===== src/rtl/vdl_cal_seq.sv =====
module vdl_cal_seq #(
  parameter int ADDR_W    = 16,
  parameter int DATA_W    = 32,
  parameter int MHZ_W     = 16,
  parameter int P1_POLLS  = 100,
  parameter int P2_POLLS  = 1000,
  parameter logic [ADDR_W-1:0] A_COARSE = 16'h2830,
  parameter logic [ADDR_W-1:0] A_FINE   = 16'h2834,
  parameter logic [ADDR_W-1:0] A_CTL    = 16'h2848,
  parameter logic [ADDR_W-1:0] A_STAT   = 16'h284C,
  parameter logic [ADDR_W-1:0] A_CHAN   = 16'h2854,
  parameter logic [DATA_W-1:0] P1_GO    = 32'h103,
  parameter logic [DATA_W-1:0] P2_GO    = 32'h200,
  parameter int NUMER       = 1000000,
  parameter logic [63:0] RECIP_K = 64'h4EC4EC4F,
  parameter int RECIP_SH    = 22
) (
  input  logic              clk,
  input  logic              rst_n,
  input  logic              start,
  input  logic              tick_us,
  input  logic [MHZ_W-1:0]  ddr_mhz,
  output logic [ADDR_W-1:0] bus_addr,
  output logic [DATA_W-1:0] bus_wdata,
  output logic              bus_wr,
  output logic              bus_rd,
  input  logic              bus_ready,
  input  logic [DATA_W-1:0] bus_rdata,
  output logic              busy,
  output logic              done,
  output logic [DATA_W-1:0] step_size,
  output logic [DATA_W-1:0] fine_code,
  output logic [DATA_W-1:0] coarse_code,
  output logic              p1_timeout,
  output logic              p1_lock,
  output logic              p2_timeout,
  output logic              p2_lock,
  output logic              ovr_skip
);

  localparam int POLL_W = $clog2(P2_POLLS + 1);
  localparam int NUM_W  = $clog2(NUMER + 1);
  localparam int CNT_W  = $clog2(NUM_W + 1);
  localparam logic [NUM_W-1:0] NUM_V = NUM_W'(NUMER);
  localparam logic [DATA_W-1:0] OVR_EN = DATA_W'(32'h10000);
  localparam logic [DATA_W-1:0] FINE_EN = DATA_W'(32'h10100);

  typedef enum logic [3:0] {
    S_IDLE, S_CLR, S_GO, S_POLL, S_WAIT, S_STEP, S_DIV, S_MUL,
    S_CHAN, S_WFINE, S_WCOARSE, S_FIN
  } state_t;

  state_t st;
  logic              pass2;
  logic [POLL_W-1:0] poll_cnt;
  logic [MHZ_W:0]    rem;
  logic [NUM_W-1:0]  dvd;
  logic [CNT_W-1:0]  div_cnt;
  logic [MHZ_W-1:0]  div_d;

  logic [POLL_W-1:0] poll_last;
  logic [MHZ_W:0]    trial;
  logic [63:0]       prod;
  logic [DATA_W-1:0] step_div16, t3, tsum, coarse_calc, fine_calc;
  logic              xfer;

  assign poll_last  = pass2 ? POLL_W'(P2_POLLS - 1) : POLL_W'(P1_POLLS - 1);
  assign trial      = {rem[MHZ_W-1:0], dvd[NUM_W-1]};
  assign prod       = 64'(rem) * RECIP_K;
  assign step_div16 = step_size >> 4;
  assign t3         = step_div16 + (step_div16 << 1);
  assign tsum       = t3 + DATA_W'(118);
  assign coarse_calc = (t3 > DATA_W'(10)) ? (OVR_EN | DATA_W'(tsum[6:1])) : OVR_EN;
  assign fine_calc  = FINE_EN | DATA_W'(bus_rdata[13:8]);
  assign xfer       = (bus_wr || bus_rd) && bus_ready;

  assign busy = (st != S_IDLE);
  assign done = (st == S_FIN);
  assign bus_wr = (st == S_CLR) || (st == S_GO) || (st == S_WFINE) || (st == S_WCOARSE);
  assign bus_rd = (st == S_POLL) || (st == S_CHAN);

  always_comb begin
    bus_addr  = '0;
    bus_wdata = '0;
    case (st)
      S_CLR:     bus_addr = A_CTL;
      S_GO:      begin bus_addr = A_CTL; bus_wdata = pass2 ? P2_GO : P1_GO; end
      S_POLL:    bus_addr = A_STAT;
      S_CHAN:    bus_addr = A_CHAN;
      S_WFINE:   begin bus_addr = A_FINE; bus_wdata = fine_code; end
      S_WCOARSE: begin bus_addr = A_COARSE; bus_wdata = coarse_code; end
      default:   ;
    endcase
  end

  always_ff @(posedge clk) begin
    if (!rst_n) begin
      st <= S_IDLE;
      pass2 <= 1'b0;
      poll_cnt <= '0;
      rem <= '0;
      dvd <= '0;
      div_cnt <= '0;
      div_d <= '0;
      step_size <= '0;
      fine_code <= '0;
      coarse_code <= '0;
      p1_timeout <= 1'b0;
      p1_lock <= 1'b0;
      p2_timeout <= 1'b0;
      p2_lock <= 1'b0;
      ovr_skip <= 1'b0;
    end else begin
      case (st)
        S_IDLE: if (start) begin
          st <= S_CLR;
          pass2 <= 1'b0;
          step_size <= '0;
          fine_code <= '0;
          coarse_code <= '0;
          p1_timeout <= 1'b0;
          p1_lock <= 1'b0;
          p2_timeout <= 1'b0;
          p2_lock <= 1'b0;
          ovr_skip <= 1'b0;
        end
        S_CLR: if (xfer) st <= S_GO;
        S_GO: if (xfer) begin
          st <= S_POLL;
          poll_cnt <= '0;
        end
        S_POLL: if (xfer) begin
          if (bus_rdata[0] || poll_cnt == poll_last) begin
            if (!pass2) begin
              p1_lock <= bus_rdata[0] & bus_rdata[1];
              p1_timeout <= ~bus_rdata[0];
              pass2 <= 1'b1;
              st <= S_CLR;
            end else begin
              p2_lock <= bus_rdata[0] & bus_rdata[1];
              p2_timeout <= ~bus_rdata[0];
              if (bus_rdata[0] && !bus_rdata[1])
                step_size <= DATA_W'(bus_rdata[11:2]);
              st <= S_STEP;
            end
          end else begin
            poll_cnt <= poll_cnt + 1'b1;
            st <= S_WAIT;
          end
        end
        S_WAIT: if (tick_us) st <= S_POLL;
        S_STEP: begin
          rem <= '0;
          dvd <= NUM_V;
          div_d <= ddr_mhz;
          div_cnt <= CNT_W'(NUM_W);
          if (step_size != '0)
            st <= S_CHAN;
          else if (ddr_mhz == '0)
            st <= S_MUL;
          else
            st <= S_DIV;
        end
        S_DIV: begin
          rem <= (trial >= {1'b0, div_d}) ? trial - {1'b0, div_d} : trial;
          dvd <= dvd << 1;
          div_cnt <= div_cnt - 1'b1;
          if (div_cnt == CNT_W'(1)) st <= S_MUL;
        end
        S_MUL: begin
          step_size <= DATA_W'(prod >> RECIP_SH);
          st <= S_CHAN;
        end
        S_CHAN: if (xfer) begin
          if (bus_rdata[1]) begin
            ovr_skip <= 1'b1;
            st <= S_FIN;
          end else begin
            fine_code <= fine_calc;
            st <= S_WFINE;
          end
        end
        S_WFINE: if (xfer) begin
          coarse_code <= coarse_calc;
          st <= S_WCOARSE;
        end
        S_WCOARSE: if (xfer) st <= S_FIN;
        S_FIN: st <= S_IDLE;
        default: st <= S_IDLE;
      endcase
    end
  end

  // one strobe at a time
  p_one_strobe_r2: assert property (@(posedge clk) disable iff (!rst_n)
    !(bus_wr && bus_rd));

  // a waiting request keeps its address, data and kind
  p_req_hold_r2: assert property (@(posedge clk) disable iff (!rst_n)
    ((bus_wr || bus_rd) && !bus_ready) |=>
      ($stable(bus_addr) && $stable(bus_wdata) && $stable(bus_wr) && $stable(bus_rd)));

  // done lasts one cycle
  p_done_pulse_r10: assert property (@(posedge clk) disable iff (!rst_n)
    done |=> !done);

  // results hold while idle and not restarted
  p_hold_idle_r10: assert property (@(posedge clk) disable iff (!rst_n)
    (!busy && !start) |=>
      ($stable(step_size) && $stable(fine_code) && $stable(coarse_code) && $stable(ovr_skip)));

  // coarse write always carries the enable bit and a 6-bit code
  p_coarse_shape_r8: assert property (@(posedge clk) disable iff (!rst_n)
    (bus_wr && bus_addr == A_COARSE) |->
      (bus_wdata[16] && bus_wdata[15:6] == '0 && bus_wdata[DATA_W-1:17] == '0));

  // no override writes once skipped
  p_no_ovr_skip_r9: assert property (@(posedge clk) disable iff (!rst_n)
    (busy && ovr_skip) |-> !(bus_wr && (bus_addr == A_FINE || bus_addr == A_COARSE)));

  // poll counter stays inside the pass budget
  p_poll_bound_r3: assert property (@(posedge clk) disable iff (!rst_n)
    (st == S_POLL) |-> (poll_cnt <= poll_last));

endmodule


===== config.mk =====
export PLATFORM = sky130hd
export DESIGN_NAME = vdl_cal_seq
export DESIGN_NICKNAME = d
export VERILOG_FILES = /design/src/rtl/vdl_cal_seq.sv
export SDC_FILE = /design/constraint.sdc
export NUM_CORES = 1
export LEC_CHECK = 0
export BUFFER_PORTS_ARGS = -buffer_cell sky130_fd_sc_hd__buf_2
export CAP_MARGIN = 20
export CORE_ASPECT_RATIO = 1.25
export CORE_MARGIN = 2
export CORE_UTILIZATION = 55
export DETAILED_ROUTE_END_ITERATION = 8
export GPL_TIMING_DRIVEN = 0
export PLACE_DENSITY = 0.77
export SKIP_LAST_GASP = 1
export SLEW_MARGIN = 0
export SYNTH_ARGS = -nofsm -noshare
export SYNTH_HDL_FRONTEND = slang
export SYNTH_SLANG_ARGS = --single-unit

===== constraint.sdc =====
create_clock -name clk -period 8 [get_ports clk]
set_input_delay 1.6 -clock clk [delete_from_list [all_inputs] [get_ports clk]]
set_output_delay 1.6 -clock clk [all_outputs]
set_load 0.005 [all_outputs]

==> impl_metrics.tcl <==
set metrics [dict create \
    avgSynthCellArea_um2 8.48 \
    yosysSeqAreaShare 0.152 \
    clk_pin_slew_worst_paths_ns 0.08 \
    grt_util_met1 0.323 \
    cp.required_ns 8.26 \
    io_buffers 100 \
    hpwl_um 31900 \
    dieWidth_um 150 \
    max_slew.worst_pin.slew_ns 1.01 \
    synth_ff_type "dfxtp_1" \
    routabilityCongestion 0.931 \
    initial_core_util 0.562 \
    insertion_delay_ns 0.38 \
    cts_setup_buffers 0 \
    setup_violations 0 \
    numCtsBuffers 9 \
    via_per_inst 5.42 \
    syn_inst 1737 \
    fin_crit_ns 6.79 \
    cts-htree-levels 3 \
    yosys.area.top_type_share 0.192 \
    vias 12400 \
    p_clk_frac 0.326 \
    cap_violations 0 \
    post-route-util 0.622 \
    grt_use_met3 0.0322 \
    reg2reg_slack_ns 1.21 \
    synth_area_mm2 0.0147 \
    fin_nets 2349 \
    min_path_type "flop to flop" \
    p_per_area_mw_per_mm2 88.2 \
    cts-resized-gates 0 \
    die_area_mm2 0.0281 \
    cp-end-kind "flop" \
    die_h_um 187 \
    fill_cells 2290 \
    p_sw_frac 0.343 \
    ys_async_sr_fraction 0 \
    start_kind "flop" \
    p_sw_mw 0.492 \
    maxSlewViolCount 0 \
    cts.path.max_buffers 2 \
    fmax_ghz 0.147 \
    status "finished, final reports clean" \
    final.setup.tns_ns 0 \
    route.detailed.drc 0 \
    synth-edff-count 0 \
    ioPinCount 206 \
    final-hold-violation-count 0 \
    intPower_mw 0.943 \
    grt_overflow 0 \
    core-area_mm2 0.0262 \
    ys_ff_latch 112 \
    cp_max_fo 7 \
    grt_max_degree 23 \
    ys_warn_count 0 \
    drive_above_1_share 0.122 \
    power.leakage_nw 8.54 \
    drt_pass1_iterations 5 \
    grt_pass1_vias 12100 \
    wire_per_inst_um 16.3 \
    drt_wl_total_um 37200 \
    met2_usage 0.474 \
    root_buffer "clkbuf_16" \
    n_antenna_cell 0 \
    finalPower_mw 1.44 \
    timing.final.crit_share 0.849 \
    ctsHoldBuffers 0 \
    cts_tree "built" \
    cts.sinks 112 \
    finClkSkew_ns 0.0128 \
    p_seq_frac 0.409 \
    synthTopCellsByArea "fa_1 19%, ha_1 19%, dfxtp_1 15%" \
    grt_pass1_wl_um 60000 \
    antenna_left 0 \
    syn_to_final_growth_pct 10.5 \
    ys_types 79 \
    arrival_ns 7.05 \
    initialDrtViolationCount 578 \
    setup_ws_ns 1.21 \
    yosysTopAreaCell "fa_1" \
    rows 66 \
    peakVddDrop_v 0.000103 \
    dp_worst_setup_slack_ns 1.31 \
    slew_headroom 0.318 \
    antenna_found_initial 0 \
    combinationalPowerShare 0.266 \
    rsz0062_at_grt "false" \
    track_usage 0.269 \
    critPathKind "flop to flop" \
    top_usage_layer "met2" \
]
==> synth_stat cells, types with 5 or more instances <==
| cell | n |
|---|---|
| inv_1 | 293 |
| ha_1 | 221 |
| fa_1 | 141 |
| nand2_1 | 132 |
| dfxtp_1 | 112 |
| a21oi_1 | 108 |
| nor2_1 | 95 |
| buf_4 | 89 |
| o21ai_0 | 65 |
| a21o_1 | 44 |
| nand3_1 | 40 |
| clkbuf_1 | 38 |
| xnor2_1 | 27 |
| xor2_1 | 25 |
| nor3_1 | 23 |
| nor2b_1 | 22 |
| a22oi_1 | 19 |
| nand4_1 | 16 |
| nor4_1 | 14 |
| and3_1 | 12 |
| mux2i_1 | 12 |
| nand2b_1 | 12 |
| a211oi_1 | 10 |
| a31oi_1 | 9 |
| o21a_1 | 9 |
| o21ai_1 | 8 |
| o21bai_1 | 8 |
| o22ai_1 | 8 |
| o31ai_1 | 8 |
| or2_2 | 8 |
| nor3b_1 | 7 |
| o311ai_0 | 7 |
| and4_1 | 6 |
| buf_2 | 5 |
| nor4b_1 | 5 |
| o211ai_1 | 5 |
==> layout by cell type (no fill, tap or decap), drive strengths merged, types with 7 or more instances in the layout <==
cell	n
or2	8
o22ai	8
nor3b	7
dfxtp	112
ha	221
o31ai	9
inv	297
o21bai	9
a22oi	19
and3	12
mux2i	12
nand3	42
nor2b	22
xor2	25
fa	141
nor4	14
a21oi	110
nand2b	12
a21o	44
clkbuf	47
conb	87
a31oi	10
nor3	24
o311ai	8
buf	194
nand4	16
nor2	96
nand2	132
a211oi	11
o21ai	74
o21a	9
xnor2	27
==> sequential cells by signal, indices dropped and copies added (netlist names) <==
register,flops
poll_cnt,10
coarse_code,7
st,4
ovr_skip,1
pass2,1
p2_timeout,1
p1_lock,1
dvd,14
p1_timeout,1
p2_lock,1
fine_code,7
div_d,16
step_size,26
rem,17
div_cnt,5
==> worst max-delay path, cell delays in order, from the launching register on <==
cell and delay, ns:
dfxtp_1 0.61, fa_1 0.54, fa_1 0.52, inv_1 0.07
fa_1 0.51, fa_1 0.56, inv_1 0.06, fa_1 0.53
inv_1 0.06, fa_1 0.53, inv_1 0.04, ha_1 0.32
a21oi_1 0.20, o21ai_0 0.12, or2_2 0.28, o311ai_1 0.50
a21oi_1 0.22, a221o_1 0.46, a21oi_2 0.22, o21ai_1 0.09
xnor2_1 0.14, o21ai_1 0.07
==> per-layer routing <==
metal / vias to the layer above / routed length, um
met3: 84 / 2000
li1: 6058 / -
met5: - / 0
met1: 5809 / 15000
met4: 0 / 1560
met2: 409 / 18700
==> layout make-up <==
cell class,instances,area (um^2),share of cell area
multi-input combinational,1286,10900,0.668
inverter,293,1100,0.0676
timing repair buffer,100,500,0.0308
buffer,132,836,0.0514
tap,340,425,0.0261
clock buffer,9,225,0.0138
clock inverter,7,78.8,0.00484
sequential,112,2240,0.138
==> worst paths after layout <==
check | endpoint | cells past startpoint | startpoint
min reg2reg | div_d[6] | 2 | div_d[6]
max | step_size[19] | 21 | rem[2]
min | div_d[6] | 2 | div_d[6]
max reg2reg | step_size[19] | 21 | rem[2]
==> power by group through the flow <==
stage	Combinational [mW]	Clock, mW	Sequential, mW
after global placement	0.369	0	0.599
after floorplan	0.264	0	0.597
after detailed placement	0.374	0	0.600
after CTS	0.378	0.473	0.586
after global routing	0.422	0.497	0.589
final	0.381	0.468	0.587
==> cells by family after synthesis <==
group,share of synthesized area
AOI/OAI and AO/OA,0.161
xor gates and xnor gates,0.0309
adders and majority gates,0.380
buffers and inverters,0.131
DFF,0.152
muxes,0.00816
other,0.000255
and+or+nand+nor,0.136
==> through the flow <==
| stage | area [um^2] | hold WS, ns | instances |
|---|---|---|---|
| after global routing | 16300 | 0.477 | 2279 |
| after CTS | 16300 | 0.460 | 2279 |
| final | 16300 | 0.457 | 2279 |
| after floorplan | 15000 | 0.436 | 1823 |
| after global placement | 16000 | 0.445 | 2263 |
| after detailed placement | 16000 | 0.449 | 2263 |
Power figures use the tool's default switching activity.
